--- config.mk ---
export PLATFORM = sky130hd
export DESIGN_NAME = mxb_bus_master
export DESIGN_NICKNAME = d
export VERILOG_FILES = /design/src/rtl/mxb_pkg.sv /design/src/rtl/mxb_ready_sync.sv /design/src/rtl/mxb_phase_timer.sv /design/src/rtl/mxb_seq.sv /design/src/rtl/mxb_drive.sv /design/src/rtl/mxb_bus_master.sv
export SDC_FILE = /design/constraint.sdc
export NUM_CORES = 1
export LEC_CHECK = 0
export ABC_AREA = 1
export CAP_MARGIN = 15
export CORE_MARGIN = 3
export CORE_UTILIZATION = 45
export CTS_CLUSTER_DIAMETER = 80
export DETAILED_ROUTE_END_ITERATION = 8
export HOLD_SLACK_MARGIN = 0.03
export PLACE_DENSITY = 0.8
export SYNTH_ARGS = -nofsm -noshare
export SYNTH_HDL_FRONTEND = slang
export SYNTH_HIERARCHICAL = 1
export SYNTH_SLANG_ARGS = --single-unit
--- constraint.sdc ---
create_clock -name clk -period 1.7 [get_ports clk]
set_input_delay 0.51 -clock clk [delete_from_list [all_inputs] [get_ports clk]]
set_output_delay 0.51 -clock clk [all_outputs]
set_load 0.1 [all_outputs]
--- src/rtl/mxb_pkg.sv ---
package mxb_pkg;

   typedef enum logic [2:0] {
      ST_IDLE = 3'd0,
      ST_T1   = 3'd1,
      ST_T2   = 3'd2,
      ST_T3   = 3'd3,
      ST_TW   = 3'd4,
      ST_T4   = 3'd5,
      ST_DONE = 3'd6
   } mxb_state_e;

   // true while the strobe window (T2..last wait state) is open
   function automatic logic in_strobe(input mxb_state_e s);
      return (s == ST_T2) || (s == ST_T3) || (s == ST_TW);
   endfunction

   // true while the space-select lines are driven (T2..T4)
   function automatic logic in_data(input mxb_state_e s);
      return in_strobe(s) || (s == ST_T4);
   endfunction

endpackage

--- src/rtl/mxb_ready_sync.sv ---
module mxb_ready_sync #(
   parameter int STAGES = 1
) (
   input  logic clk,
   input  logic rst_n,
   input  logic ready_i,
   output logic ready_o
);
   generate
      if (STAGES == 0) begin : g_pass
         assign ready_o = ready_i;
      end else begin : g_regs
         logic [STAGES-1:0] sh_q;
         always_ff @(posedge clk or negedge rst_n) begin
            if (!rst_n) begin
               sh_q <= '1;
            end else begin
               sh_q[0] <= ready_i;
               for (int i = 1; i < STAGES; i++) sh_q[i] <= sh_q[i-1];
            end
         end
         assign ready_o = sh_q[STAGES-1];
      end
   endgenerate
endmodule

--- src/rtl/mxb_phase_timer.sv ---
module mxb_phase_timer #(
   parameter int CLKS = 2
) (
   input  logic clk,
   input  logic rst_n,
   input  logic run_i,
   output logic last_o,
   output logic first_half_o
);
   localparam int CW = (CLKS > 1) ? $clog2(CLKS) : 1;
   localparam logic [CW-1:0] LAST_V = CW'(CLKS - 1);
   localparam logic [CW-1:0] HALF_V = CW'(CLKS / 2);

   logic [CW-1:0] cnt_q;

   always_ff @(posedge clk or negedge rst_n) begin
      if (!rst_n)          cnt_q <= '0;
      else if (!run_i)     cnt_q <= '0;
      else if (last_o)     cnt_q <= '0;
      else                 cnt_q <= cnt_q + 1'b1;
   end

   assign last_o       = (cnt_q == LAST_V);
   assign first_half_o = (cnt_q < HALF_V);
endmodule

--- src/rtl/mxb_seq.sv ---
module mxb_seq
   import mxb_pkg::*;
#(
   parameter int ADDR_W = 16,
   parameter int BUS_W  = 16
) (
   input  logic              clk,
   input  logic              rst_n,
   input  logic              req_valid_i,
   input  logic [ADDR_W-1:0] req_addr_i,
   input  logic [BUS_W-1:0]  req_wdata_i,
   input  logic              req_we_i,
   input  logic              req_io_i,
   input  logic              last_i,
   input  logic              ready_i,
   input  logic [BUS_W-1:0]  bus_i,
   output mxb_state_e        state_o,
   output logic              run_o,
   output logic [ADDR_W-1:0] addr_o,
   output logic [BUS_W-1:0]  wdata_o,
   output logic              we_o,
   output logic              io_o,
   output logic [BUS_W-1:0]  rdata_o
);
   mxb_state_e st_q, st_d;
   logic       enter_t4;

   always_comb begin
      st_d = st_q;
      unique case (st_q)
         ST_IDLE: if (req_valid_i) st_d = ST_T1;
         ST_T1:   if (last_i) st_d = ST_T2;
         ST_T2:   if (last_i) st_d = ST_T3;
         ST_T3:   if (last_i) st_d = ready_i ? ST_T4 : ST_TW;
         ST_TW:   if (last_i && ready_i) st_d = ST_T4;
         ST_T4:   if (last_i) st_d = ST_DONE;
         ST_DONE: st_d = ST_IDLE;
         default: st_d = ST_IDLE;
      endcase
   end

   assign enter_t4 = ((st_q == ST_T3) || (st_q == ST_TW)) && last_i && ready_i;

   always_ff @(posedge clk or negedge rst_n) begin
      if (!rst_n) begin
         st_q    <= ST_IDLE;
         addr_o  <= '0;
         wdata_o <= '0;
         we_o    <= 1'b0;
         io_o    <= 1'b0;
         rdata_o <= '0;
      end else begin
         st_q <= st_d;
         if (st_q == ST_IDLE && req_valid_i) begin
            addr_o  <= req_addr_i;
            wdata_o <= req_wdata_i;
            we_o    <= req_we_i;
            io_o    <= req_io_i;
         end
         if (enter_t4 && !we_o) rdata_o <= bus_i;
      end
   end

   assign state_o = st_q;
   assign run_o   = (st_q != ST_IDLE) && (st_q != ST_DONE);
endmodule

--- src/rtl/mxb_drive.sv ---
module mxb_drive
   import mxb_pkg::*;
#(
   parameter int ADDR_W = 16,
   parameter int BUS_W  = 16
) (
   input  mxb_state_e        state_i,
   input  logic              first_half_i,
   input  logic [ADDR_W-1:0] addr_i,
   input  logic [BUS_W-1:0]  wdata_i,
   input  logic              we_i,
   input  logic              io_i,
   output logic [BUS_W-1:0]  bus_o,
   output logic              bus_oe_o,
   output logic              ale_o,
   output logic              cs_n_o,
   output logic              rd_n_o,
   output logic              wr_n_o,
   output logic              mreq_n_o,
   output logic              iorq_n_o,
   output logic              done_o
);
   logic addr_ph, strobe_ph, data_ph;

   always_comb begin
      addr_ph   = (state_i == ST_T1);
      strobe_ph = in_strobe(state_i);
      data_ph   = in_data(state_i);

      cs_n_o   = !(addr_ph || data_ph);
      ale_o    = addr_ph && first_half_i;
      rd_n_o   = !(strobe_ph && !we_i);
      wr_n_o   = !(strobe_ph && we_i);
      mreq_n_o = !(data_ph && !io_i);
      iorq_n_o = !(data_ph && io_i);
      bus_oe_o = addr_ph || (data_ph && we_i);
      done_o   = (state_i == ST_DONE);

      if (addr_ph)              bus_o = BUS_W'(addr_i);
      else if (data_ph && we_i) bus_o = wdata_i;
      else                      bus_o = '0;
   end
endmodule

--- src/rtl/mxb_bus_master.sv ---
module mxb_bus_master
   import mxb_pkg::*;
#(
   parameter int ADDR_W         = 16,
   parameter int BUS_W          = 16,
   parameter int CLKS_PER_STATE = 2,
   parameter int SYNC_STAGES    = 1
) (
   input  logic              clk,
   input  logic              rst_n,
   input  logic              req_valid_i,
   input  logic [ADDR_W-1:0] req_addr_i,
   input  logic [BUS_W-1:0]  req_wdata_i,
   input  logic              req_we_i,
   input  logic              req_io_i,
   output logic [BUS_W-1:0]  rdata_o,
   output logic              done_o,
   output logic [BUS_W-1:0]  bus_o,
   output logic              bus_oe_o,
   input  logic [BUS_W-1:0]  bus_i,
   output logic              ale_o,
   output logic              cs_n_o,
   output logic              rd_n_o,
   output logic              wr_n_o,
   output logic              mreq_n_o,
   output logic              iorq_n_o,
   input  logic              ready_i
);
   generate
      if (CLKS_PER_STATE < 2 || (CLKS_PER_STATE % 2) != 0) begin : g_bad_clks
         $error("CLKS_PER_STATE must be even and at least 2");
      end
      if (ADDR_W < 1 || ADDR_W > BUS_W) begin : g_bad_addr
         $error("ADDR_W must be between 1 and BUS_W");
      end
      if (SYNC_STAGES < 0 || SYNC_STAGES > 3 * CLKS_PER_STATE) begin : g_bad_sync
         $error("SYNC_STAGES out of range");
      end
   endgenerate

   mxb_state_e        st_w;
   logic              run_w, last_w, half_w, rdy_w, we_w, io_w;
   logic [ADDR_W-1:0] addr_w;
   logic [BUS_W-1:0]  wdata_w;

   mxb_ready_sync #(.STAGES(SYNC_STAGES)) u_sync (
      .clk(clk), .rst_n(rst_n), .ready_i(ready_i), .ready_o(rdy_w)
   );

   mxb_phase_timer #(.CLKS(CLKS_PER_STATE)) u_timer (
      .clk(clk), .rst_n(rst_n), .run_i(run_w),
      .last_o(last_w), .first_half_o(half_w)
   );

   mxb_seq #(.ADDR_W(ADDR_W), .BUS_W(BUS_W)) u_seq (
      .clk(clk), .rst_n(rst_n),
      .req_valid_i(req_valid_i), .req_addr_i(req_addr_i),
      .req_wdata_i(req_wdata_i), .req_we_i(req_we_i), .req_io_i(req_io_i),
      .last_i(last_w), .ready_i(rdy_w), .bus_i(bus_i),
      .state_o(st_w), .run_o(run_w), .addr_o(addr_w), .wdata_o(wdata_w),
      .we_o(we_w), .io_o(io_w), .rdata_o(rdata_o)
   );

   mxb_drive #(.ADDR_W(ADDR_W), .BUS_W(BUS_W)) u_drive (
      .state_i(st_w), .first_half_i(half_w), .addr_i(addr_w),
      .wdata_i(wdata_w), .we_i(we_w), .io_i(io_w),
      .bus_o(bus_o), .bus_oe_o(bus_oe_o), .ale_o(ale_o), .cs_n_o(cs_n_o),
      .rd_n_o(rd_n_o), .wr_n_o(wr_n_o), .mreq_n_o(mreq_n_o),
      .iorq_n_o(iorq_n_o), .done_o(done_o)
   );
endmodule

=== Word level (Yosys, flattened, before mapping) ===
Index checks and enable logic that the tools add are counted.

* Output and inout bits: 40
* Register bits after elaboration: 55
* Input bits: 54

* $add $sub $neg: 1
* Mux-type cells: 12
* $lt $le $gt $ge: 1
* Eq/ne operators: 13
* Reduce and logical (&&, ||, !) cells: 28

{| class="wikitable"
|+ Operators by type and width
! kind !! number
|-
| $mux 16 || 2
|-
| $mux 3 || 6
|-
| $pmux 3 s6 || 1
|-
| $logic_and 1x1->1 || 12
|-
| $ne 2x2->1 const B || 6
|-
| $eq 3x3->1 const B || 3
|-
| $logic_not 1->1 || 7
|-
| $eq 3x2->1 const B || 2
|-
| $logic_or 1x1->1 || 6
|-
| $reduce_and 6->1 || 1
|-
| $eq 3x1->1 const B || 1
|-
| $logic_not 3->1 || 1
|-
| $mux 1 || 3
|-
| $ne 3x3->1 const B || 1
|-
| $reduce_bool 3->1 || 1
|-
| $add 1x1->1 const B || 1
|-
| $lt 1x1->1 const B || 1
|}

=== Logic depth before layout (Yosys ltp) ===
* Depth after elaboration: 7
* Gate-level depth with buffers: 8
* Gate-level depth less buffers: 7

=== By module ===
The synthesis kept the hierarchy.

{| class="wikitable"
|+ By module, submodules not included
! module !! area each (um2) !! times used !! cells each
|-
| mxb_seq || 2258.4 || 1 || 261
|-
| mxb_drive || 374.1 || 1 || 73
|-
| mxb_phase_timer || 38.8 || 1 || 4
|-
| mxb_ready_sync || 26.3 || 1 || 1
|}

=== Least setup slack after synthesis ===
OpenSTA, ideal clock, no wires.

* Path kind: reg2out
* Start: register u_seq.st_q[2] (netlist: u_seq/state_o[2])
* End: output port bus_oe_o
* Required time: 1.190 ns
* Data arrival time: 2.791 ns
* Cell stages (with the launch flop): 4
* Slack: -1.601 ns
* Cells stage by stage: dfrtp_1 -> nand2_2 -> nand2_2 -> o21ai_0

* Longest elaborated chain between the ends: 6
* Elaborated cells on any way between the ends: 10
* Classes of those cells: eq/ne (5); reduce/logical (5)

{| class="wikitable"
|+ RTL lines
! element !! RTL line !! RTL
|-
| from (decl) || mxb_seq.sv:25 || <nowiki>mxb_state_e st_q, st_d;</nowiki>
|-
| from (signal assigned) || mxb_seq.sv:53 || <nowiki>st_q <= st_d;</nowiki>
|-
| $eq 3x2->1 || mxb_pkg.sv:15 || <nowiki>return (s == ST_T2) || (s == ST_T3) || (s == ST_TW);</nowiki>
|-
| $logic_or 1x1->1 (2 in series) || mxb_pkg.sv:15 ||
|-
| $logic_or 1x1->1 || mxb_pkg.sv:20 || <nowiki>return in_strobe(s) || (s == ST_T4);</nowiki>
|-
| $logic_and 1x1->1 || mxb_drive.sv:36 || <nowiki>bus_oe_o = addr_ph || (data_ph && we_i);</nowiki>
|-
| $logic_or 1x1->1 * || mxb_drive.sv:36 ||
|-
| to (decl) || mxb_bus_master.sv:19 || <nowiki>output logic bus_oe_o,</nowiki>
|}

Mark *: on every way between the ends. The rest lies on a longest branch, timed or not.

=== Worst setup path in the final report ===
* Start: register u_seq.st_q[1] (netlist: u_seq/state_o[1])
* End: output port bus_o[7]

* Longest elaborated chain between the ends: 7
* Elaborated cells on any way between the ends: 11
* Classes of those cells: eq/ne (5); mux (2); reduce/logical (4)

{| class="wikitable"
|+ RTL lines
! element !! RTL line !! RTL
|-
| $eq 3x2->1 || mxb_pkg.sv:15 ||
|-
| $logic_or 1x1->1 (2 in series) || mxb_pkg.sv:15 ||
|-
| $logic_or 1x1->1 || mxb_pkg.sv:20 ||
|-
| $logic_and 1x1->1 || mxb_drive.sv:40 || <nowiki>else if (data_ph && we_i) bus_o = wdata_i;</nowiki>
|-
| $mux 16 || mxb_drive.sv:40 ||
|-
| $mux 16 * || mxb_drive.sv:39 || <nowiki>if (addr_ph) bus_o = BUS_W'(addr_i);</nowiki>
|-
| to (decl) || mxb_bus_master.sv:18 || <nowiki>output logic [BUS_W-1:0] bus_o,</nowiki>
|}

Marked as above.

==> qor.yml <==
finalSetupViolCount: 24
routedWlPerCell_um: 17.7
grt_pass1_wl_um: 14500
skew_ns: 0.00917
drtIter0Drc: 266
synth_fp_nets: 393
drc_errors: 0
synth.distinct_cells: 21
worstMarginPinSlew_ns: 0.462
hold_class: "in2async"
yosysSeqAreaShare_pct: 51.1
cts_hold_buffers: 0
place.gp.congestion: 0.894
synth_top_area_share_pct: 50.1
fp.dieH_um: 83.4
outcome: "finished, violations left"
start_util_pct: 47.8
crit_arrival_ns: 1.64
fmax_mhz: 466
cts_tree: "done"
finalMaxSlewViolations: 0
grt_pass1_vias: 2899
dp_cells: 507
synth_area_sq_um: 2700
final_nets: 504
min_period_ns: 2.15
start_kind: "flop"
postLayoutSetupSlackWorst_ns: -0.447
dp_hpwl_um: 5900
fin_cells: 523
postSynthCellCount: 339
grt_usage_pct: 26.1
antenna_found_initial: 0
pre_cts_ws_ns: -0.0615
hold_viol_final: 0
layout-drive-gt1-share_pct: 31.5
cp-end-kind: "output pin"
yosys.area.top_type: "dfrtp_1"
drv_cap: 0
rows: 27
cp_max_fo: 5
root_buffer: "clkbuf_8"
fp.dieW_um: 83.4
hold_ws_ns: 0.136
placed_area_sq_um: 4370
syn_avg_cell_area_sq_um: 7.96
period_share_pct: 126
clkSinkCount: 55
via_count: 2866
io-pin-count: 94
final_cell_mix: "nand2_1, nand3_1, clkdlybuf4s50_1, dfrtp_1, buf_12"
portBuffers: 93
globalRouteOverflowTotal: 0
die_area_sq_um: 6960
core_area_sq_um: 5640
relSlewSlack_pct: 69.2
clk_pin_slew_ns: 0.10
grt_start_max_net_pins: 38
cts_buffers: 5
design_area_sq_um: 4710
violations: "setup timing"
syn_to_final_growth_pct: 74.6
synth_area_leaders: "dfrtp_1, nand2_1, nand3_1"
cts_buffer_depth: 2
yosysWarnings: 6
rsz0062_at_grt: "yes"
insertion_delay_ns: 0.31
htree_num_levels: 2
drtAntennaViolNets: 0
first_pass_iters: 7
viasPerCell: 5.48
antenna_cells: 0
ys_ff_latch: 55
critPathKind: "reg2out"
drt-total-wl_um: 9230
final_common_cell: "nand2_1"
worstPathRequired_ns: 1.19
==> per-layer routing <==
metal | vias to the layer above | share of wire (%) | GRT usage, %
met4 | 0 | 3.7 | 9.21
met3 | 40 | 9.1 | 7.24
met1 | 1343 | 37 | 29.9
li1 | 1310 | - | -
met2 | 173 | 50 | 46.6
met5 | - | 0 | 0
==> final timing paths <==
kind / slack, ns / cells past startpoint / end / start
min in group clk: 0.49 / 2 / u_seq/wdata_o[0]$_DFFE_PN0P_ / u_seq/wdata_o[0]$_DFFE_PN0P_
hold / removal: 0.14 / 1 / u_seq/rdata_o[2]$_DFFE_PN0P_ / rst_n
hold reg to reg: 0.49 / 2 / u_seq/wdata_o[0]$_DFFE_PN0P_ / u_seq/wdata_o[0]$_DFFE_PN0P_
setup / recovery: -0.45 / 7 / bus_o[7] / u_seq/state_o[1]$_DFFE_PN0P_
max in group asynchronous: 1.00 / 2 / u_seq/state_o[0]$_DFFE_PN0P_ / rst_n
setup reg to reg: 0.07 / 6 / u_seq/rdata_o[9]$_DFFE_PN0P_ / u_seq/state_o[2]$_DFFE_PN0P_
==> metrics by stage <==
stage | utilization, % | TNS [ns]
3_5_place_dp | 77.5 | -0.606
4_1_cts | 82.5 | -8.33
3_3_place_gp | 77.5 | -0.0240
5_1_grt | 83.5 | -11.14
2_1_floorplan | - | -0.841
6_report | 83.5 | -9.23
==> registers in the layout (all words and copies together), names as in the netlist <==
name	cells
u_seq/state_o	3
u_timer/last_o	1
u_seq/rdata_o	16
u_seq/wdata_o	16
u_sync/ready_o	1
u_seq/we_o	1
u_seq/addr_o	16
u_seq/io_o	1
==> area by class of cell <==
| class | instances | area [sq um] |
|---|---|---|
| Timing Repair Buffer | 124 | 1670 |
| Multi-Input combinational cell | 248 | 1390 |
| Sequential cell | 55 | 1380 |
| Fill cell | 305 | 931 |
| Tap cell | 72 | 90.1 |
| Clock buffer | 5 | 68.8 |
| Inverter | 16 | 68.8 |
| Clock inverter | 3 | 46.3 |
==> cell families after synthesis <==
family                 synth area share, %
flip-flops                            51.1
AND/OR/NAND/NOR                       41.0
AO/OA/AOI/OAI                        0.556
buffers and inverters                 7.33
==> worst max-delay path: stages (launching register included) <==
cell and delay [ns]:
dfrtp_1 0.41, inv_2 0.08, buf_6 0.14, nand2_8 0.09
buf_12 0.12, nand4_1 0.18, nand2_4 0.13, buf_12 0.17
==> repair_timing <==
item | 4_1_cts | 5_1_grt
setup endpoints to repair | 24 | 25
gates cloned | 1 | 1
pin swaps | 4 | 15
setup buffers | 7 | 1
gates resized for setup | 25 | 18
==> cell usage after synthesis <==
library cell / number
a21oi_1: 1
buf_2: 8
buf_4: 2
buf_6: 6
clkbuf_1: 4
dfrtp_1: 54
dfstp_2: 1
inv_1: 12
inv_2: 4
nand2_1: 150
nand2_2: 3
nand2_4: 3
nand3_1: 60
nand4_1: 16
nor2_1: 6
nor2_2: 1
nor2_4: 3
nor3_4: 1
o21ai_0: 2
or2_1: 1
or2_2: 1
Power is not shown: default switching activity piles up to over one toggle a cycle in this logic, so the estimate is an artifact.
